[config.mk]
export PLATFORM = sky130hd
export DESIGN_NAME = bgcrc_scan
export DESIGN_NICKNAME = d
export VERILOG_FILES = /design/src/rtl/bgcrc_pkg.sv /design/src/rtl/bgcrc_ptr.sv /design/src/rtl/bgcrc_crc.sv /design/src/rtl/bgcrc_ctrl.sv /design/src/rtl/bgcrc_scan.sv
export SDC_FILE = /design/constraint.sdc
export NUM_CORES = 1
export LEC_CHECK = 0
export ABC_AREA = 0
export ABC_CLOCK_PERIOD_IN_PS = 2800
export BUFFER_PORTS_ARGS = -buffer_cell sky130_fd_sc_hd__buf_2
export CAP_MARGIN = 20
export CORE_MARGIN = 2
export CORE_UTILIZATION = 40
export CTS_CLUSTER_DIAMETER = 50
export DETAILED_ROUTE_END_ITERATION = 12
export MAX_ROUTING_LAYER = met4
export PLACE_DENSITY = 0.72
export RECOVER_POWER = 50
export SYNTH_ARGS = -nofsm -noshare
export SYNTH_HDL_FRONTEND = slang
export SYNTH_SLANG_ARGS = --single-unit
[constraint.sdc]
create_clock -name clk -period 2.8 [get_ports clk]
set_input_delay 0.56 -clock clk [delete_from_list [all_inputs] [get_ports clk]]
set_output_delay 0.56 -clock clk [all_outputs]
set_load 0.02 [all_outputs]
[src/rtl/bgcrc_pkg.sv]
package bgcrc_pkg;
  localparam int MODE_W = 8;
  localparam logic [MODE_W-1:0] MODE_IDLE = 8'h00;
  localparam logic [MODE_W-1:0] MODE_AUTO = 8'h01;
endpackage

[src/rtl/bgcrc_ptr.sv]
module bgcrc_ptr #(
  parameter int SEG_W = 4,
  parameter int OFF_W = 16
) (
  input  logic             clk,
  input  logic             rst_n,
  input  logic             start_we_i,
  input  logic [SEG_W-1:0] start_seg_i,
  input  logic [OFF_W-1:0] start_off_i,
  input  logic             end_we_i,
  input  logic [SEG_W-1:0] end_seg_i,
  input  logic [OFF_W-1:0] end_off_i,
  input  logic             adv_i,
  output logic [SEG_W-1:0] seg_o,
  output logic [OFF_W-1:0] off_o,
  output logic             at_end_o
);
  localparam int ADDR_W = SEG_W + OFF_W;

  logic [ADDR_W-1:0] cur_q;
  logic [ADDR_W-1:0] end_q;

  // segment and offset kept as one counter so the offset carry ripples into the segment
  always_ff @(posedge clk or negedge rst_n) begin
    if (!rst_n) begin
      cur_q <= '0;
    end else if (start_we_i) begin
      cur_q <= {start_seg_i, start_off_i};
    end else if (adv_i) begin
      cur_q <= cur_q + ADDR_W'(1);
    end
  end

  always_ff @(posedge clk or negedge rst_n) begin
    if (!rst_n) begin
      end_q <= '0;
    end else if (end_we_i) begin
      end_q <= {end_seg_i, end_off_i};
    end
  end

  assign seg_o    = cur_q[ADDR_W-1:OFF_W];
  assign off_o    = cur_q[OFF_W-1:0];
  assign at_end_o = (cur_q == end_q);


  ptr_step_chk: assert property (@(posedge clk) disable iff (!rst_n)
    adv_i && !start_we_i |=> {seg_o, off_o} == $past({seg_o, off_o}) + ADDR_W'(1));


  ptr_hold_chk: assert property (@(posedge clk) disable iff (!rst_n)
    !adv_i && !start_we_i |=> $stable({seg_o, off_o}));
endmodule

[src/rtl/bgcrc_crc.sv]
module bgcrc_crc #(
  parameter int                 CRC_W  = 16,
  parameter int                 BYTE_W = 8,
  parameter logic [CRC_W-1:0]   POLY   = 16'h1021,
  parameter logic [CRC_W-1:0]   INIT   = 16'hFFFF
) (
  input  logic              clk,
  input  logic              rst_n,
  input  logic              load_i,
  input  logic [CRC_W-1:0]  load_val_i,
  input  logic              upd_i,
  input  logic [BYTE_W-1:0] byte_i,
  output logic [CRC_W-1:0]  crc_o
);
  logic [CRC_W-1:0] crc_q;
  logic [CRC_W-1:0] folded;

  // one shift stage per data bit, most significant bit first
  for (genvar i = 0; i < BYTE_W; i++) begin : g_bit
    logic [CRC_W-1:0] prev;
    logic [CRC_W-1:0] nxt;
    logic             fb;
    if (i == 0) begin : g_first
      assign prev = crc_q;
    end else begin : g_rest
      assign prev = g_bit[i-1].nxt;
    end
    assign fb  = prev[CRC_W-1] ^ byte_i[BYTE_W-1-i];
    assign nxt = {prev[CRC_W-2:0], 1'b0} ^ (fb ? POLY : '0);
  end

  assign folded = g_bit[BYTE_W-1].nxt;

  always_ff @(posedge clk or negedge rst_n) begin
    if (!rst_n) begin
      crc_q <= INIT;
    end else if (load_i) begin
      crc_q <= load_val_i;
    end else if (upd_i) begin
      crc_q <= folded;
    end
  end

  assign crc_o = crc_q;


  crc_hold_chk: assert property (@(posedge clk) disable iff (!rst_n)
    !load_i && !upd_i |=> $stable(crc_o));


  crc_load_chk: assert property (@(posedge clk) disable iff (!rst_n)
    load_i |=> crc_o == $past(load_val_i));
endmodule

[src/rtl/bgcrc_ctrl.sv]
module bgcrc_ctrl
  import bgcrc_pkg::*;
(
  input  logic              clk,
  input  logic              rst_n,
  input  logic              halt_i,
  input  logic              mode_we_i,
  input  logic [MODE_W-1:0] mode_wdata_i,
  input  logic              aen_we_i,
  input  logic              aen_wdata_i,
  input  logic              irq_en_i,
  input  logic              irq_clr_i,
  input  logic              at_end_i,
  input  logic              mem_rvalid_i,
  output logic [MODE_W-1:0] mode_o,
  output logic              aen_o,
  output logic              mem_req_o,
  output logic              accept_o,
  output logic              irq_o,
  output logic              wake_o
);
  logic [MODE_W-1:0] mode_q;
  logic              aen_q;
  logic              irq_q;
  logic              wake_q;
  logic              run;
  logic              done;

  assign run       = (mode_q == MODE_AUTO) && aen_q && halt_i;
  assign done      = run && at_end_i;
  assign mem_req_o = run && !at_end_i;
  assign accept_o  = mem_req_o && mem_rvalid_i;

  always_ff @(posedge clk or negedge rst_n) begin
    if (!rst_n) begin
      mode_q <= MODE_IDLE;
    end else if (mode_we_i) begin
      mode_q <= mode_wdata_i;
    end else if (done) begin
      mode_q <= MODE_IDLE;
    end
  end

  always_ff @(posedge clk or negedge rst_n) begin
    if (!rst_n) begin
      aen_q <= 1'b0;
    end else if (aen_we_i) begin
      aen_q <= aen_wdata_i;
    end
  end

  always_ff @(posedge clk or negedge rst_n) begin
    if (!rst_n) begin
      irq_q  <= 1'b0;
      wake_q <= 1'b0;
    end else begin
      wake_q <= done && irq_en_i;
      if (done) begin
        irq_q <= 1'b1;
      end else if (irq_clr_i) begin
        irq_q <= 1'b0;
      end
    end
  end

  assign mode_o = mode_q;
  assign aen_o  = aen_q;
  assign irq_o  = irq_q;
  assign wake_o = wake_q;


  req_gate_chk: assert property (@(posedge clk) disable iff (!rst_n)
    mem_req_o |-> halt_i && aen_o && (mode_o == MODE_AUTO));


  done_mode_chk: assert property (@(posedge clk) disable iff (!rst_n)
    done && !mode_we_i |=> mode_o == MODE_IDLE);


  wake_pulse_chk: assert property (@(posedge clk) disable iff (!rst_n)
    wake_o |=> !wake_o);


  wake_irq_chk: assert property (@(posedge clk) disable iff (!rst_n)
    wake_o |-> irq_o);


  irq_sticky_chk: assert property (@(posedge clk) disable iff (!rst_n)
    irq_o && !irq_clr_i |=> irq_o);
endmodule

[src/rtl/bgcrc_scan.sv]
module bgcrc_scan
  import bgcrc_pkg::*;
#(
  parameter int SEG_W = 4,
  parameter int OFF_W = 16
) (
  input  logic              clk,
  input  logic              rst_n,
  input  logic              halt_i,
  input  logic              mode_we_i,
  input  logic [MODE_W-1:0] mode_wdata_i,
  input  logic              aen_we_i,
  input  logic              aen_wdata_i,
  input  logic              start_we_i,
  input  logic [SEG_W-1:0]  start_seg_i,
  input  logic [OFF_W-1:0]  start_off_i,
  input  logic              end_we_i,
  input  logic [SEG_W-1:0]  end_seg_i,
  input  logic [OFF_W-1:0]  end_off_i,
  input  logic              res_we_i,
  input  logic [15:0]       res_wdata_i,
  input  logic              man_valid_i,
  input  logic [7:0]        man_byte_i,
  output logic              man_ready_o,
  input  logic              irq_en_i,
  input  logic              irq_clr_i,
  output logic              mem_req_o,
  input  logic              mem_rvalid_i,
  input  logic [7:0]        mem_rdata_i,
  output logic [SEG_W-1:0]  ptr_seg_o,
  output logic [OFF_W-1:0]  ptr_off_o,
  output logic [MODE_W-1:0] mode_o,
  output logic              aen_o,
  output logic [15:0]       res_o,
  output logic              irq_o,
  output logic              wake_o
);
  logic       at_end;
  logic       accept;
  logic       man_fire;
  logic       upd;
  logic [7:0] upd_byte;

  bgcrc_ctrl u_ctrl (
    .clk          (clk),
    .rst_n        (rst_n),
    .halt_i       (halt_i),
    .mode_we_i    (mode_we_i),
    .mode_wdata_i (mode_wdata_i),
    .aen_we_i     (aen_we_i),
    .aen_wdata_i  (aen_wdata_i),
    .irq_en_i     (irq_en_i),
    .irq_clr_i    (irq_clr_i),
    .at_end_i     (at_end),
    .mem_rvalid_i (mem_rvalid_i),
    .mode_o       (mode_o),
    .aen_o        (aen_o),
    .mem_req_o    (mem_req_o),
    .accept_o     (accept),
    .irq_o        (irq_o),
    .wake_o       (wake_o)
  );

  bgcrc_ptr #(.SEG_W(SEG_W), .OFF_W(OFF_W)) u_ptr (
    .clk         (clk),
    .rst_n       (rst_n),
    .start_we_i  (start_we_i),
    .start_seg_i (start_seg_i),
    .start_off_i (start_off_i),
    .end_we_i    (end_we_i),
    .end_seg_i   (end_seg_i),
    .end_off_i   (end_off_i),
    .adv_i       (accept),
    .seg_o       (ptr_seg_o),
    .off_o       (ptr_off_o),
    .at_end_o    (at_end)
  );

  // manual path is open only while automatic mode is disabled
  assign man_ready_o = !aen_o;
  assign man_fire    = man_valid_i && man_ready_o;
  assign upd         = accept || man_fire;
  assign upd_byte    = accept ? mem_rdata_i : man_byte_i;

  bgcrc_crc #(.CRC_W(16), .BYTE_W(8), .POLY(16'h1021), .INIT(16'hFFFF)) u_crc (
    .clk        (clk),
    .rst_n      (rst_n),
    .load_i     (res_we_i),
    .load_val_i (res_wdata_i),
    .upd_i      (upd),
    .byte_i     (upd_byte),
    .crc_o      (res_o)
  );


  addr_stable_chk: assert property (@(posedge clk) disable iff (!rst_n)
    mem_req_o && !mem_rvalid_i && !start_we_i |=> $stable({ptr_seg_o, ptr_off_o}));


  man_block_chk: assert property (@(posedge clk) disable iff (!rst_n)
    aen_o && man_valid_i && !mem_req_o && !res_we_i |=> $stable(res_o));
endmodule

==> flow_summary_export.csv <==
group,metric,value,unit
worst_setup_path,r2r_cells,11,
timing,whs,409,ps
timing,relSlewSlack,-0.138,
yosys,synth_top_area_share,0.350,
worst_setup_path,cp_max_fo,10,
yosys,syn_area_per_cell,10.6,um2
timing,setup_viol,0,
worst_setup_path,worstPathRequired,3060,ps
drt,wl,9470,um
place,place.gp.congestion,0.865,
drt,vias,3061,
hold_path,hold_path.class,"in -> reg",
place,io_buffers,141,
worst_setup_path,crit_chain,"xnor2_1 > nand4_1 > nor3_2 > buf_4 > a211oi_4 > buf_12 > mux2i_1 > xnor2_1 > xnor2_2 > mux2i_1 > a221o_1",
power_and_ir_drop,peakVddDrop,324,uV
hold_path,min_path_cells,2,
finish,multi_input_area,1880,um2
drt,ant_nets,0,
timing,clock_skew,13.4,ps
die,ios,142,
clocking,cts_buffer_depth,2,
finish,layout.nets,603,
power_and_ir_drop,p_leak,2.19,nW
global_route,antenna_found_initial,0,
global_route,grt_pass1_wl,15400,um
place,hpwlAfterDp,7180,um
yosys,netlist_instances,344,
worst_setup_path,crit_path_start_kind,"flop",
finish,n_fill_cell,789,
global_route,grt_usage,0.201,
yosys,synth.most_common_cell,"dfrtp_1",
clocking,cts_root_buffer,"clkbuf_8",
clocking,cts_tree,"yes",
drt,post_drt_wl_per_cell,15.2,um
yosys,yosys-top-cells-area,"dfrtp_1 (35%), dfstp_2 (12%), mux2_2 (8.7%), xnor2_1 (7.9%), o21ai_0 (4.4%)",
timing,rsz0062_at_grt,"no",
clocking,cts_sinks,67,
yosys,yosysWarnings,0,
die,die_w,99.4,um
timing,hold_viol,0,
worst_setup_path,crit_arrival,2900,ps
clocking,cts_htree_levels,3,
worst_setup_path,slowest_stage,"dfrtp_1",
status,outcome,"complete, but fails checks",
drt,via_per_inst,4.92,
drt,drcViolationCount,0,
yosys,ys_ff_latch,67,
clocking,clk-insertion-delay-late,340,ps
die,fp.dieH,99.4,um
yosys,synth_area,3640,um2
timing,fmax,379,MHz
clocking,cts_buffers,9,
global_route,grt_pass1_vias,3182,
finish,antenna_cells,0,
finish,regArea,1700,um2
worst_setup_path,cp-end-kind,"flop",
global_route,grt_max_degree,68,
clocking,clkTransAtPathRegs,80,ps
timing,period_share,0.943,
yosys,synth-edff-count,0,
timing,finalSetupTns,0,ps
status,violations,"capacitance limit, slew limit",
timing,fin_crit,2640,ps
yosys,async_reset_ff_frac,1.00,
power_and_ir_drop,power_density,668,nW/um2
die,core-area,8760,um2
yosys,yosysUniqueCellTypes,42,
yosys,synthTopCellsByCount,"dfrtp_1 (51), nand2_1 (39), xnor2_1 (33)",
yosys,syn-num-nets,438,
die,rows,34,
finish,area_delta_synth_final,32.6,%
yosys,ys_seq_area_frac,0.466,
yosys,synthFlopType,"dfrtp_1",
run,timing.max_cap.violations,1,
die,initial_core_util,0.416,
yosys,yosys.area.top_type,"dfrtp_1",
worst_setup_path,max_stage_delay,470,ps
global_route,overflow,0,
timing,tightest_slew,1710,ps
finish,layout-drive-gt1-share,0.463,
die,die_area,9890,um2
drt,drt-initial-drc-count,56,
drt,dr.pass1.iters,4,
timing,drv_slew,68,
worst_setup_path,critPathKind,"reg -> reg",
## critical path, delay by kind of cell (launching register included)
kind | cells | cell delay [ps]
AOI/OAI and AO/OA | 2 | 330
buffers and inverters | 2 | 310
and+or+nand+nor | 2 | 370
DFF | 1 | 470
muxes | 2 | 290
xor gates and xnor gates | 3 | 770
## flip-flops by register name, indices dropped and copies added (netlist names)
name	flops
u_ctrl.mode_o	8
u_ctrl.aen_o	1
u_ptr.cur_q	20
u_crc.crc_o	16
u_ctrl.irq_o	1
u_ptr.end_q	20
u_ctrl.wake_o	1
## worst paths after layout
check,from,endpoint,slack [ps]
setup / recovery,u_ptr.cur_q[2],u_crc.crc_o[12],160
hold / removal,irq_clr_i,u_ctrl.irq_o,410
setup reg to reg,u_ptr.cur_q[2],u_crc.crc_o[12],160
hold reg to reg,u_crc.crc_o[10],u_crc.crc_o[10],500
max in group asynchronous,rst_n,u_ptr.cur_q[8],910
min in group asynchronous,rst_n,u_ctrl.aen_o,730
## per-layer routing
metal | GRT usage | up-vias | share of wire
met2 | 0.333 | 104 | 0.49
met5 | - | - | 0
met3 | 0.0408 | 9 | 0.058
li1 | - | 1514 | -
met4 | 0.0516 | 0 | 0.011
met1 | 0.254 | 1434 | 0.44
## what timing repair did
action                     in CTS  in global routing
hold buffers                    0                  0
setup endpoints to repair       0                  3
resized for setup               0                  4
setup buffers                   0                  3
## logic make-up after synthesis
group                    Yosys count  synth area share
XOR/XNOR                          57             0.157
buffers and inverters             21            0.0244
AND/OR/NAND/NOR                  101             0.131
flip-flops                        67             0.466
AO/OA/AOI/OAI                     53            0.0841
multiplexers                      44             0.135
adder cells (fa/ha/maj)            1           0.00343
## layout by cell type, fill, tap and decap left out, types with 6 or more instances in the layout
| master | n |
|---|---|
| buf_2 | 139 |
| dfrtp_1 | 49 |
| nand2_1 | 39 |
| xnor2_1 | 33 |
| o21ai_0 | 32 |
| nor2_1 | 27 |
| mux2_2 | 27 |
| buf_4 | 26 |
| xor2_1 | 16 |
| dfstp_2 | 16 |
| mux2i_1 | 13 |
| nand4_1 | 10 |
| clkbuf_8 | 10 |
| o22ai_1 | 6 |
| nand3_1 | 6 |
## layout make-up
cell class	count	area share
clock buffer	11	0.0293
clock inverter	5	0.00596
inverter	6	0.00466
multi-input combinational	256	0.389
sequential	67	0.352
tap	108	0.0280
timing repair buffer	169	0.191
## stage by stage
step	cell area, um2	instances	power [W]	util	worst slack [ps]
after floorplan	3640	344	0.00209	-	188
after detailed placement	4640	603	0.00252	0.529	-40.7
final	4830	622	0.00323	0.551	160
after CTS	4810	619	0.00326	0.549	93.2
after global placement	4640	603	0.00249	0.529	77.1
after global routing	4830	622	0.00343	0.551	20.1
## power by group
part / switching [W] / internal (W)
sequential: 0.000172 / 0.00119
clock: 0.000379 / 0.000340
combinational: 0.000569 / 0.000578
total: 0.00112 / 0.00211
No activity file was read; power rests on OpenSTA's default activity.
